[config.mk]
export PLATFORM = sky130hd
export DESIGN_NAME = mash_divratio_mod
export DESIGN_NICKNAME = d
export VERILOG_FILES = /design/src/rtl/mash_pkg.sv /design/src/rtl/mash_accum.sv /design/src/rtl/mash_recombine.sv /design/src/rtl/mash_limit.sv /design/src/rtl/mash_divratio_mod.sv
export SDC_FILE = /design/constraint.sdc
export NUM_CORES = 1
export LEC_CHECK = 0
export ABC_AREA = 1
export BUFFER_PORTS_ARGS = -buffer_cell sky130_fd_sc_hd__clkbuf_2
export CORE_MARGIN = 2
export CORE_UTILIZATION = 28
export CTS_CLUSTER_SIZE = 8
export DETAILED_ROUTE_END_ITERATION = 8
export PLACE_DENSITY_LB_ADDON = 0.2
export SLEW_MARGIN = 5
export SYNTH_ARGS = -nofsm -noshare
export SYNTH_HDL_FRONTEND = slang
export SYNTH_SLANG_ARGS = --single-unit
[constraint.sdc]
create_clock -name clk -period 7.4 [get_ports clk]
set_input_delay 0 -clock clk [delete_from_list [all_inputs] [get_ports clk]]
set_output_delay 0 -clock clk [all_outputs]
set_load 0.01 [all_outputs]
[src/rtl/mash_pkg.sv]
package mash_pkg;

  // Recombine the three one-bit stage outputs with their delayed copies:
  // c1 + (1 - z^-1) c2 + (1 - z^-1)^2 c3
  function automatic logic signed [3:0] mash_corr(
    input logic c1,
    input logic c2,
    input logic c2_d1,
    input logic c3,
    input logic c3_d1,
    input logic c3_d2
  );
    int t;
    t = int'(c1) + int'(c2) - int'(c2_d1)
      + int'(c3) - 2 * int'(c3_d1) + int'(c3_d2);
    return 4'(t);
  endfunction

  // Signed sum of integer word and correction, in plain int arithmetic
  function automatic int mash_total(input int int_val, input logic signed [3:0] corr);
    return int_val + int'(corr);
  endfunction

endpackage

[src/rtl/mash_accum.sv]
module mash_accum #(
  parameter int W = 6
) (
  input  logic         clk,
  input  logic         srst,
  input  logic         en,
  input  logic [W-1:0] in_word,
  output logic         carry,
  output logic [W-1:0] residue
);
  logic [W-1:0] acc_q;
  logic [W:0]   sum;

  always_comb begin
    sum     = {1'b0, acc_q} + {1'b0, in_word};
    carry   = sum[W];
    residue = sum[W-1:0];
  end

  always_ff @(posedge clk) begin
    if (srst)    acc_q <= '0;
    else if (en) acc_q <= residue;
  end

  // a carry means the residue wrapped below the added input
  p_carry_wraps_r2: assert property (@(posedge clk) disable iff (srst)
    (en && carry) |-> (residue < in_word));

endmodule

[src/rtl/mash_recombine.sv]
module mash_recombine
  import mash_pkg::*;
(
  input  logic               clk,
  input  logic               srst,
  input  logic               en,
  input  logic               c1,
  input  logic               c2,
  input  logic               c3,
  output logic signed [3:0]  corr
);
  logic c2_d1, c3_d1, c3_d2;

  always_comb corr = mash_corr(c1, c2, c2_d1, c3, c3_d1, c3_d2);

  always_ff @(posedge clk) begin
    if (srst) begin
      c2_d1 <= 1'b0;
      c3_d1 <= 1'b0;
      c3_d2 <= 1'b0;
    end else if (en) begin
      c2_d1 <= c2;
      c3_d2 <= c3_d1;
      c3_d1 <= c3;
    end
  end

  // recombined correction stays within -3..+4
  p_corr_span_r3: assert property (@(posedge clk) disable iff (srst)
    (corr >= -4'sd3) && (corr <= 4'sd4));

endmodule

[src/rtl/mash_limit.sv]
module mash_limit
  import mash_pkg::*;
#(
  parameter int INT_W   = 7,
  parameter int DIV_MIN = 64,
  parameter int DIV_MAX = 127
) (
  input  logic              clk,
  input  logic              srst,
  input  logic              en,
  input  logic [INT_W-1:0]  int_word,
  input  logic signed [3:0] corr,
  output logic [INT_W-1:0]  div_ratio,
  output logic              div_valid,
  output logic              out_of_range
);
  localparam int FILL = 3;

  logic [1:0]       fill_q;
  int               total;
  logic             lo_hit, hi_hit;
  logic [INT_W-1:0] clamped;

  always_comb begin
    total  = mash_total(int'(int_word), corr);
    lo_hit = total < DIV_MIN;
    hi_hit = total > DIV_MAX;
    if (lo_hit)      clamped = INT_W'(DIV_MIN);
    else if (hi_hit) clamped = INT_W'(DIV_MAX);
    else             clamped = INT_W'(total);
  end

  always_ff @(posedge clk) begin
    if (srst) begin
      fill_q       <= '0;
      div_ratio    <= INT_W'(DIV_MIN);
      div_valid    <= 1'b0;
      out_of_range <= 1'b0;
    end else if (!en) begin
      fill_q    <= '0;
      div_valid <= 1'b0;
    end else begin
      div_valid    <= (fill_q == 2'(FILL));
      if (fill_q != 2'(FILL)) fill_q <= fill_q + 2'd1;
      div_ratio    <= clamped;
      out_of_range <= lo_hit | hi_hit;
    end
  end

  // the ratio never leaves the divider band
  p_ratio_in_band_r8: assert property (@(posedge clk) disable iff (srst)
    (int'(div_ratio) >= DIV_MIN) && (int'(div_ratio) <= DIV_MAX));
  // a raised flag means the ratio sits on a limit
  p_flag_at_limit_r9: assert property (@(posedge clk) disable iff (srst)
    out_of_range |-> (int'(div_ratio) == DIV_MIN || int'(div_ratio) == DIV_MAX));
  // an idle cycle leaves the strobe low
  p_idle_no_valid_r6: assert property (@(posedge clk) disable iff (srst)
    !$past(en) |-> !div_valid);
  // the first edge after enable yields no valid
  p_fill_after_en_r5: assert property (@(posedge clk) disable iff (srst)
    $rose(en) |=> !div_valid);

endmodule

[src/rtl/mash_divratio_mod.sv]
module mash_divratio_mod
  import mash_pkg::*;
#(
  parameter int FRAC_W  = 6,
  parameter int INT_W   = 7,
  parameter int DIV_MIN = 64,
  parameter int DIV_MAX = 127
) (
  input  logic              clk,
  input  logic              srst,
  input  logic              en,
  input  logic [FRAC_W-1:0] frac_word,
  input  logic [INT_W-1:0]  int_word,
  output logic [INT_W-1:0]  div_ratio,
  output logic              div_valid,
  output logic              out_of_range
);
  localparam int STAGES = 3;

  logic [FRAC_W-1:0] stage_in [STAGES];
  logic [FRAC_W-1:0] stage_res[STAGES];
  logic [STAGES-1:0] stage_carry;
  logic signed [3:0] corr;

  assign stage_in[0] = frac_word;

  for (genvar k = 0; k < STAGES; k++) begin : g_stage
    if (k > 0) begin : g_chain
      assign stage_in[k] = stage_res[k-1];
    end
    mash_accum #(.W(FRAC_W)) u_acc (
      .clk     (clk),
      .srst    (srst),
      .en      (en),
      .in_word (stage_in[k]),
      .carry   (stage_carry[k]),
      .residue (stage_res[k])
    );
  end

  mash_recombine u_recomb (
    .clk  (clk),
    .srst (srst),
    .en   (en),
    .c1   (stage_carry[0]),
    .c2   (stage_carry[1]),
    .c3   (stage_carry[2]),
    .corr (corr)
  );

  mash_limit #(.INT_W(INT_W), .DIV_MIN(DIV_MIN), .DIV_MAX(DIV_MAX)) u_limit (
    .clk          (clk),
    .srst         (srst),
    .en           (en),
    .int_word     (int_word),
    .corr         (corr),
    .div_ratio    (div_ratio),
    .div_valid    (div_valid),
    .out_of_range (out_of_range)
  );

  // zero fraction with idle accumulators gives no carries
  p_zero_frac_quiet_r7: assert property (@(posedge clk) disable iff (srst)
    (en && frac_word == '0 && stage_res[0] == '0 && stage_res[1] == '0
        && stage_res[2] == '0) |-> (stage_carry == '0));

endmodule

==> results of run 1 <==
==> through the flow <==
stage	instance area, µm²	total power [mW]	util	worst slack (ns)
after CTS	2610	1.03	0.322	1.74
after detailed placement	2530	0.899	0.313	1.79
after floorplan	2300	0.775	-	2.42
after global placement	2530	0.898	0.313	1.83
after global routing	2610	1.14	0.322	1.22
final	2610	1.01	0.322	1.79
==> logic make-up after synthesis <==
kind of cell | share of synthesized area
AO/OA/AOI/OAI | 0.130
adder cells (fa/ha/maj) | 0.199
XOR/XNOR | 0.0495
buffers and inverters | 0.0881
AND/OR/NAND/NOR | 0.255
flip-flops | 0.278
==> synthesized netlist by cell type, types with 2 or more instances <==
library cell | n | area (µm²)
clkinv_1 | 2 | 7.51
xnor2_1 | 5 | 43.8
nor2_1 | 7 | 26.3
a22o_1 | 6 | 52.6
a21oi_1 | 14 | 70.1
or2_2 | 2 | 12.5
xor2_1 | 8 | 70.1
o21ai_0 | 16 | 80.1
dfxtp_1 | 32 | 641
fa_1 | 6 | 120
nand2_2 | 15 | 93.8
inv_1 | 43 | 161
nand2_1 | 78 | 293
nand3_1 | 20 | 100
o22ai_1 | 4 | 25.0
o21bai_1 | 2 | 15.0
nand3_2 | 3 | 30.0
ha_1 | 27 | 338
clkbuf_1 | 3 | 11.3
==> critical path, delay by kind of cell (launching register included) <==
family / cells / cell delay, ns
AND/OR/NAND/NOR: 12 / 1.17
XOR/XNOR: 2 / 0.37
flip-flops: 1 / 0.33
AO/OA/AOI/OAI: 3 / 0.62
adder cells (fa/ha/maj): 8 / 2.49
buffers and inverters: 7 / 0.60
==> area by class of cell <==
cell class / count / area [µm²] / area share
clock inverter: 1 / 5.00 / 0.00192
timing repair buffer: 25 / 128 / 0.0489
inverter: 46 / 173 / 0.0662
tap: 105 / 131 / 0.0504
sequential: 32 / 641 / 0.246
clock buffer: 6 / 72.6 / 0.0278
multi-input combinational: 222 / 1460 / 0.559
==> power by group through the flow <==
| stage | Sequential [mW] | Combinational [mW] | Clock, mW |
|---|---|---|---|
| finish | 0.237 | 0.650 | 0.124 |
| global route | 0.242 | 0.760 | 0.137 |
| floorplan | 0.241 | 0.534 | 0 |
| detailed placement | 0.240 | 0.658 | 0 |
| CTS | 0.237 | 0.662 | 0.129 |
| global placement | 0.240 | 0.658 | 0 |
==> how the worst min path moves through the flow <==
stage               slack [ns]  start  depth (start not counted)                        end
floorplan                 0.11     en                          1  g_stage[2].u_acc.acc_q[5]
global placement          0.33     en                          2  g_stage[2].u_acc.acc_q[5]
detailed placement        0.35     en                          2  g_stage[2].u_acc.acc_q[5]
CTS                       0.05     en                          2  g_stage[2].u_acc.acc_q[5]
global route              0.06     en                          2  g_stage[2].u_acc.acc_q[5]
finish                    0.05     en                          2  g_stage[2].u_acc.acc_q[5]
==> state kept, by name (all words and copies together) (netlist names) <==
name / flops
u_limit.out_of_range: 1
u_limit.div_valid: 1
u_recomb.c3_d2: 1
u_recomb.c3_d1: 1
u_recomb.c2_d1: 1
g_stage.u_acc.acc_q: 18
u_limit.fill_q: 2
u_limit.div_ratio: 7
==> per-layer routing <==
layer,GRT usage,vias to the layer above,part of all wire
met5,0,-,0
met3,0.0184,6,0.022
met2,0.182,19,0.43
met4,0.0435,0,0.018
met1,0.153,818,0.53
li1,-,1035,-
==> results.md, run 1 <==
- Run status: complete, no violations
- Max incr delay on CP: 0.48 ns
- Antenna-violating nets left: 0
- FF-to-FF setup slack: 1.79 ns
- Worst endpoint required time: 7.62 ns
- Vias in the first global route: between 1.5k and 2k
- Post-Synthesis Cell Area: 2300 µm²
- Max IR drop VDD: 91.2 µV
- Via/cell ratio: 4.30
- DRC: 0
- RSZ-0062 raised after global routing: false
- CTS Buf Count: 5
- I/O pin cnt: 25
- Final HPWL from detailed placement: 3670 µm
- Cell Int Power: 537 µW
- Tcrit/Tclk final: 0.758
- Clock Skew: about 0.0049 ns
- Arrival time worst endpoint: 5.84 ns
- Area growth, synth to finish: 13.3%
- Global-route wire length before repair: 8050 µm
- Slew Limit Fails: 0
- Final hold vios: 0
- Via count of the routed design: 1878
- Kind of capture point of the worst setup path: flop
- Detailed Route Iter0 Violations: 47
- Total negative slack: 0 ns
- Floorplan row count: 33
- CTS tree: yes
- Power share of the clock group: 0.122
- Chip Width: 94.7 µm
- Starting density of the core: 0.284
- Master of the slowest instance on the critical path: ha_1
- Num Clock Sinks: 32
- Kind of critical path: flop to flop
- Crit path capture: u_limit.div_ratio[3]
- Crit-path max FO: 13
- Worst-path clk slew: 0.06 ns
- YS warnings: 0
- FF-to-FF Start: g_stage[0].u_acc.acc_q[0]
- 1st-pass router iterations: 4
- Commonest cells after routing, fill and taps aside: nand2_1, inv_1, dfxtp_1
- Setup-failing EPs final: 0
- CP Launch Type: flop
- Core area: 8090 µm²
- H-Tree Depth: 2
- Avg Cell Area, Syn: 7.54 µm²
- Sequential-to-total area share from yosys stat: 0.278
- Clock Latency Late Sink: around 0.28 ns
- Largest net degree at the start of global routing: 24
- Setup crit start: g_stage[0].u_acc.acc_q[0]
- Antenna violations before repair: 0
- Post-synthesis register bit count: 32
- Die H: 94.7 µm
- Total grt overflow: 0
- Root Buffer: clkbuf_8
- Inserted Diodes: 0
- Clock buffer depth: 2
- Post-synth EDFFs: 0
- Full die area: 8960 µm²
- Layout cells sized above 1: 0.169
- Synth async-reset ratio: 0
- GRT Util Overall: 0.114
- Leading cell type in the layout, fill and taps excluded: nand2_1
- Gpl congestion: 0.817
- Flop pwr share: 0.234
- Total wire length: 4660 µm
- Wire per inst: 10.7 µm
- PortBufs: 24
- Leakage: about 1.3 nW
- Pwr dens: 388 nW/µm²
- Max Freq: 178 MHz
- Dominant synthesized flop cell: dfxtp_1
- Sw frac: 0.468
- Placed Cells: 430
- Post-layout min period: 5.61 ns
- Hold Crit Class: primary input to flop
- Worst-margin pin slew: 0.559 ns
- Post_cts resized: 0
- Comb power frac: 0.643
- # nets final: 381
- Post-CTS Setup Inserts: 0
- P_sw: 473 µW
- # hold bufs at CTS: 0
- Min Hold Slack: 0.0519 ns
- Reg2reg end: u_limit.div_ratio[3]
- Fillers: 935
- Unique masters post-synth: 31
- MaxCap Viol Count: 0
- Non-filler cells, final: approximately 440
- Worst slew margin: 0.627
- Syn_nets: 354
- R2R depth: 32
- Syn Inst Count: between 300 and 400
No activity file was read; power rests on OpenSTA's default activity.
==> inputs of run 2 (changes only) <==
clock period = 4.98 ns   (was 7.4 ns; I/O delays follow)
==> results.md, run 2 (synthesized netlist as in run 1, its figures left out) <==
- Run status: finished with violations
- Violated checks: setup timing
- Clock Latency Late Sink: approximately 0.28 ns
- Full die area: 8960 µm²
- Post-layout min period: 5.09 ns
- Final hold vios: 0
- Kind of critical path: flop to flop
- Slew Limit Fails: 0
- MaxCap Viol Count: 0
- CP most frequent cell: buf_4
- Inserted Diodes: 0
- Worst-margin pin slew: 0.609 ns
- Fillers: roughly 790
- Layout cells sized above 1: 0.511
- Cell Int Power: 1.66 mW
- DRC: 0
- P_sw: approximately 1.2 mW
- Total grt overflow: 0
- Clock Skew: ~0.0061 ns
- Sw frac: 0.411
- Starting density of the core: 0.284
- Commonest cells after routing, fill and taps aside: buf_4, nand2_1, inv_1
- Via count of the routed design: 2307
- Setup-failing EPs final: 8
- Leading cell type in the layout, fill and taps excluded: buf_4
- Antenna violations before repair: 0
- Power share of the clock group: 0.074
- CTS tree: yes
- Worst slew margin: 0.593
- Area growth, synth to finish: 61.0%
- Wire per inst: between 10 and 15 µm
- Flop pwr share: 0.131
- Hold Crit Class: primary input to flop
- CP Launch Type: flop
- Via/cell ratio: ~4.4
- GRT Util Overall: 0.153
- Pwr dens: between 700 and 800 nW/µm²
- Total negative slack: -0.670 ns
- Chip Width: 94.7 µm
- Comb power frac: 0.795
- Total wire length: 6580 µm
- Worst endpoint required time: 5.15 ns
- Final HPWL from detailed placement: 3980 µm
- Die H: 94.7 µm
- Master of the slowest instance on the critical path: dfxtp_2
- Pre-CTS WS: -0.435 ns
- Clock buffer depth: 2
- Largest reg by FF count: g_stage.u_acc.acc_q
- H-Tree Depth: 2
- I/O pin cnt: 25
- CTS Buf Count: 5
- Core area: approximately 8000 µm²
- Max IR drop VDD: 289 µV
- Floorplan row count: 33
- Global-route wire length before repair: between 10000 and 15000 µm
- Largest net degree at the start of global routing: 24
- Antenna-violating nets left: 0
- Arrival time worst endpoint: 5.27 ns
- Leakage: 1.81 nW
- Worst-path clk slew: 0.07 ns
- RSZ-0062 raised after global routing: true
- Top flop regs: g_stage.u_acc.acc_q x18, u_limit.div_ratio x7, u_limit.fill_q x2
- Max Freq: 196 MHz
- PortBufs: 24
- Max incr delay on CP: 0.35 ns
- Vias in the first global route: 2316
- Tcrit/Tclk final: 1.02
- Detailed Route Iter0 Violations: 90
- Num Clock Sinks: 32
- # nets final: 465
- Max FFs per register: 18
- Crit-path max FO: 4
- 1st-pass router iterations: 4
- # hold bufs at CTS: 0
- Kind of capture point of the worst setup path: flop
- Root Buffer: clkbuf_8
- Gpl congestion: 0.771
- Worst setup margin: -0.111 ns
run 2: cell count changes in the layout (fill, tap and decap cells not counted), sizes merged:
cell	change
clkinv	-1
clkbuf	+2
buf	+84
run 2: stage by stage:
stage / hold slack (ns) / utilization / std cells / cell area, µm² / power, mW
finish: 0.0219 / 0.458 / 522 / 3700 / 2.82
global placement: 0.316 / 0.350 / 469 / 2840 / 1.59
detailed placement: 0.321 / 0.350 / 469 / 2840 / 1.60
floorplan: 0.109 / - / 305 / 2300 / 1.15
global route: 0.0503 / 0.458 / 522 / 3700 / 3.07
CTS: 0.0186 / 0.428 / 522 / 3460 / 2.51
run 2: final timing paths:
path,from,end,slack [ns],cells after the start
setup / recovery,g_stage[0].u_acc.acc_q[0],g_stage[2].u_acc.acc_q[4],-0.11,35
hold / removal,en,g_stage[2].u_acc.acc_q[5],0.02,2
setup reg to reg,g_stage[0].u_acc.acc_q[0],g_stage[2].u_acc.acc_q[4],-0.11,35
hold reg to reg,u_limit.div_ratio[6],u_limit.div_ratio[6],0.45,1
run 2: what timing repair did:
action | CTS | global route
setup endpoints to repair | 7 | 9
pin swaps | 23 | 26
buffers inserted | 45 | 5
gates resized for setup | 47 | 49
run 2: worst max-delay path, delay by kind of cell (launching register included):
family	cells	cell delay, ns
compound gates	3	0.35
simple gates	3	0.22
fa+ha+maj	4	1.05
buf+inv	23	2.59
xor+xnor	2	0.43
flops	1	0.35
run 2: routing by layer:
| layer | global-route usage | share of wire | vias up |
|---|---|---|---|
| met5 | 0 | 0 | - |
| met4 | 0.0857 | 0.032 | 0 |
| met3 | 0.0200 | 0.025 | 12 |
| met2 | 0.261 | 0.51 | 43 |
| met1 | 0.183 | 0.44 | 1052 |
| li1 | - | - | 1200 |
run 2: cell type report:
cell class | count | area (µm²) | share of cell area
Sequential cell | 32 | 642 | 0.173
Clock buffer | 8 | 90.1 | 0.0243
Tap cell | 105 | 131 | 0.0355
Multi-Input combinational cell | 222 | 1870 | 0.505
Timing Repair Buffer | 109 | 790 | 0.213
Inverter | 46 | 180 | 0.0486
run 2: power groups by stage:
| stage | Sequential (mW) | Clock [mW] | Combinational, mW |
|---|---|---|---|
| 2_1_floorplan | 0.358 | 0 | 0.795 |
| 3_3_place_gp | 0.357 | 0 | 1.24 |
| 3_5_place_dp | 0.358 | 0 | 1.24 |
| 4_1_cts | 0.359 | 0.217 | 1.93 |
| 5_1_grt | 0.378 | 0.228 | 2.46 |
| 6_report | 0.368 | 0.209 | 2.24 |
==> inputs of run 3 (changes only) <==
ABC_AREA = 0   (was 1)
==> results.md, run 3 <==
- DRC: 0
- CTS Buf Count: 5
- FF-to-FF setup slack: -0.32 ns
- Total wire length: 5180 µm
- Global-route wire length before repair: 9590 µm
- Max IR drop VDD: roughly 220 µV
- PortBufs: 24
- Util after Layout: 0.380
- Setup-failing EPs final: 7
- Largest net degree at the start of global routing: 33
- Pre-CTS WS: -0.339 ns
- Area growth, synth to finish: 30.5%
- Arrival time worst endpoint: approximately 5.5 ns
- Chip Width: 96.7 µm
- Antenna violations before repair: 0
- Post-layout min period: 5.30 ns
- Num Clock Sinks: 32
- Critical Path, Cell by Cell: ha_4, inv_2, fa_2, fa_2, inv_2, fa_2, a21o_1, a21oi_2, o21bai_1, a21oi_2, ha_4, inv_2, fa_1, ha_2, inv_2, ha_4, inv_2, ha_4, a21o_1, a311oi_2, o311a_1, nand2_1, o31a_1
- Antenna-violating nets left: 0
- Post-DP Area: 2920 µm²
- Kind of capture point of the worst setup path: flop
- Starting density of the core: 0.291
- YS warnings: 0
- Min Hold Slack: 0.107 ns
- Total grt overflow: 0
- Leakage: 1.42 nW
- Count leader, synth: dfxtp_1
- Worst endpoint required time: 5.16 ns
- RSZ-0062 raised after global routing: true
- Clock Skew: ~0.0055 ns
- GRT Util Overall: 0.122
- Max incr delay on CP: 0.57 ns
- Buf+Inv Stages, Crit Path: 5
- # nets final: 376
- Top flop regs: g_stage.u_acc.acc_q x18, u_limit.div_ratio x7, u_limit.fill_q x2
- Max Freq: 189 MHz
- Total power: 1.79 mW
- Post-synthesis register bit count: 32
- Hold Crit Class: primary input to flop
- I/O pin cnt: 25
- Full die area: slightly above 9000 µm²
- Final hold vios: 0
- Core area: 8260 µm²
- Detailed Route Iter0 Violations: 49
- CTS tree: yes
- Placed Cells: 420
- Layout cells sized above 1: 0.315
- MaxCap Viol Count: 0
- Worst slew margin: 0.468
- Clock buffer depth: 2
- Worst-margin pin slew: 0.797 ns
- Master of the slowest instance on the critical path: fa_2
- Non-filler cells, final: 432
- Area leader, netlist: dfxtp_1
- Gpl congestion: 0.774
- Final HPWL from detailed placement: 3880 µm
- Synth async-reset ratio: 0
- Clock Latency Late Sink: about 0.28 ns
- Post-synth top area share: 0.266
- Sequential-to-total area share from yosys stat: 0.266
- Post-Synthesis Cell Area: 2410 µm²
- Worst-path clk slew: around 0.070 ns
- Floorplan row count: 33
- Slew Limit Fails: 0
- Vias in the first global route: between 2k and 2.5k
- Violated checks: setup timing
- Syn Inst Count: 274
- Largest reg by FF count: g_stage.u_acc.acc_q
- CP Launch Type: flop
- Pwr dens: 570 nW/µm²
- Via/cell ratio: 4.70
- Final instance area: 3140 µm²
- Crit-path max FO: 4
- Run status: finished with violations
- Die H: 96.7 µm
- Synth top cells by count: dfxtp_1, nor2_1, ha_1, inv_1, nand2_1
- Kind of critical path: flop to flop
- Post-synth EDFFs: 0
- Wire per inst: about 12 µm
- Root Buffer: clkbuf_8
- Avg Cell Area, Syn: 8.78 µm²
- Commonest cells after routing, fill and taps aside: dfxtp_1, buf_4, nor2_1
- CP most frequent cell: inv_2
- Via count of the routed design: 2031
- Top post-synthesis cells by area: dfxtp_1, ha_1, fa_1
- 1st-pass router iterations: 4
- Tcrit/Tclk final: 1.07
- Worst setup margin: -0.324 ns
- Unique masters post-synth: 51
- Delay-heaviest family, CP: adder cells
- Max FFs per register: 18
- Syn_nets: 323
- Inserted Diodes: 0
- # hold bufs at CTS: 0
- Dominant synthesized flop cell: dfxtp_1
- H-Tree Depth: 2
- Total negative slack: -1.84 ns
==> run 3: cell count changes after synthesis, moves of 5 or more <==
cell,previous run,this run
a22o_1,6,0
nor2_1,7,30
mux2i_1,0,12
nand3_1,20,6
o21ai_0,16,6
o211ai_1,0,6
a21o_1,0,8
nand2_2,15,0
nor2b_1,0,5
xnor2_1,5,13
inv_1,43,27
nand2_1,78,18
==> run 3: layer usage <==
| layer | wire length (µm) | global-route usage | vias up |
|---|---|---|---|
| met4 | 61 | 0.0455 | 0 |
| li1 | - | - | 1058 |
| met3 | 165 | 0.0267 | 4 |
| met1 | 2600 | 0.155 | 938 |
| met2 | 2360 | 0.201 | 31 |
| met5 | 0 | 0 | - |
==> run 3: cell families after synthesis <==
kind of cell             count (synthesis)  share of synthesized area
flip-flops                              32                      0.266
AO/OA/AOI/OAI                           63                      0.202
multiplexers                            12                     0.0499
buffers and inverters                   39                     0.0676
XOR/XNOR                                17                     0.0619
AND/OR/NAND/NOR                         78                      0.162
adder cells (fa/ha/maj)                 33                      0.190
==> run 3: final timing paths <==
path                                                start                        end  cells past startpoint
worst max-delay path            g_stage[0].u_acc.acc_q[0]       u_limit.out_of_range                     23
worst min-delay path                         frac_word[0]  g_stage[0].u_acc.acc_q[0]                      4
worst max register to register  g_stage[0].u_acc.acc_q[0]       u_limit.out_of_range                     23
worst min register to register       u_limit.div_ratio[6]       u_limit.div_ratio[6]                      1
==> run 3: power breakdown <==
part / switching (mW) / leakage, nW / internal [mW]
Clock: 0.0992 / 0.0503 / 0.123
Combinational: 0.563 / 1.10 / 0.649
Sequential: 0.0375 / 0.264 / 0.318
==> run 3: cell type report <==
cell class / count / area (µm²)
timing repair buffer: 57 / 384
fill: 855 / 5120
clock buffer: 7 / 96.3
multi-input combinational: 203 / 1780
tap: 105 / 131
inverter: 28 / 105
sequential: 32 / 642
==> run 3: worst reg2reg max path, stage by stage, from the launching register on <==
cell	delay [ns]
dfxtp_2	0.34
ha_4	0.16
inv_2	0.04
fa_2	0.46
fa_2	0.57
inv_2	0.05
fa_2	0.33
a21o_1	0.19
a21oi_2	0.16
o21bai_1	0.11
a21oi_2	0.21
ha_4	0.15
inv_2	0.03
fa_1	0.49
ha_2	0.17
inv_2	0.05
ha_4	0.25
inv_2	0.04
ha_4	0.26
a21o_1	0.18
a311oi_2	0.31
o311a_1	0.29
nand2_1	0.07
o31a_1	0.27
==> run 3: what timing repair did <==
action                                  in CTS  in global routing
endpoints found under the setup margin       7                  7
resized for setup                           13                  3
cloned                                       0                  0
pin swaps                                    6                 10
setup buffers                                4                  1
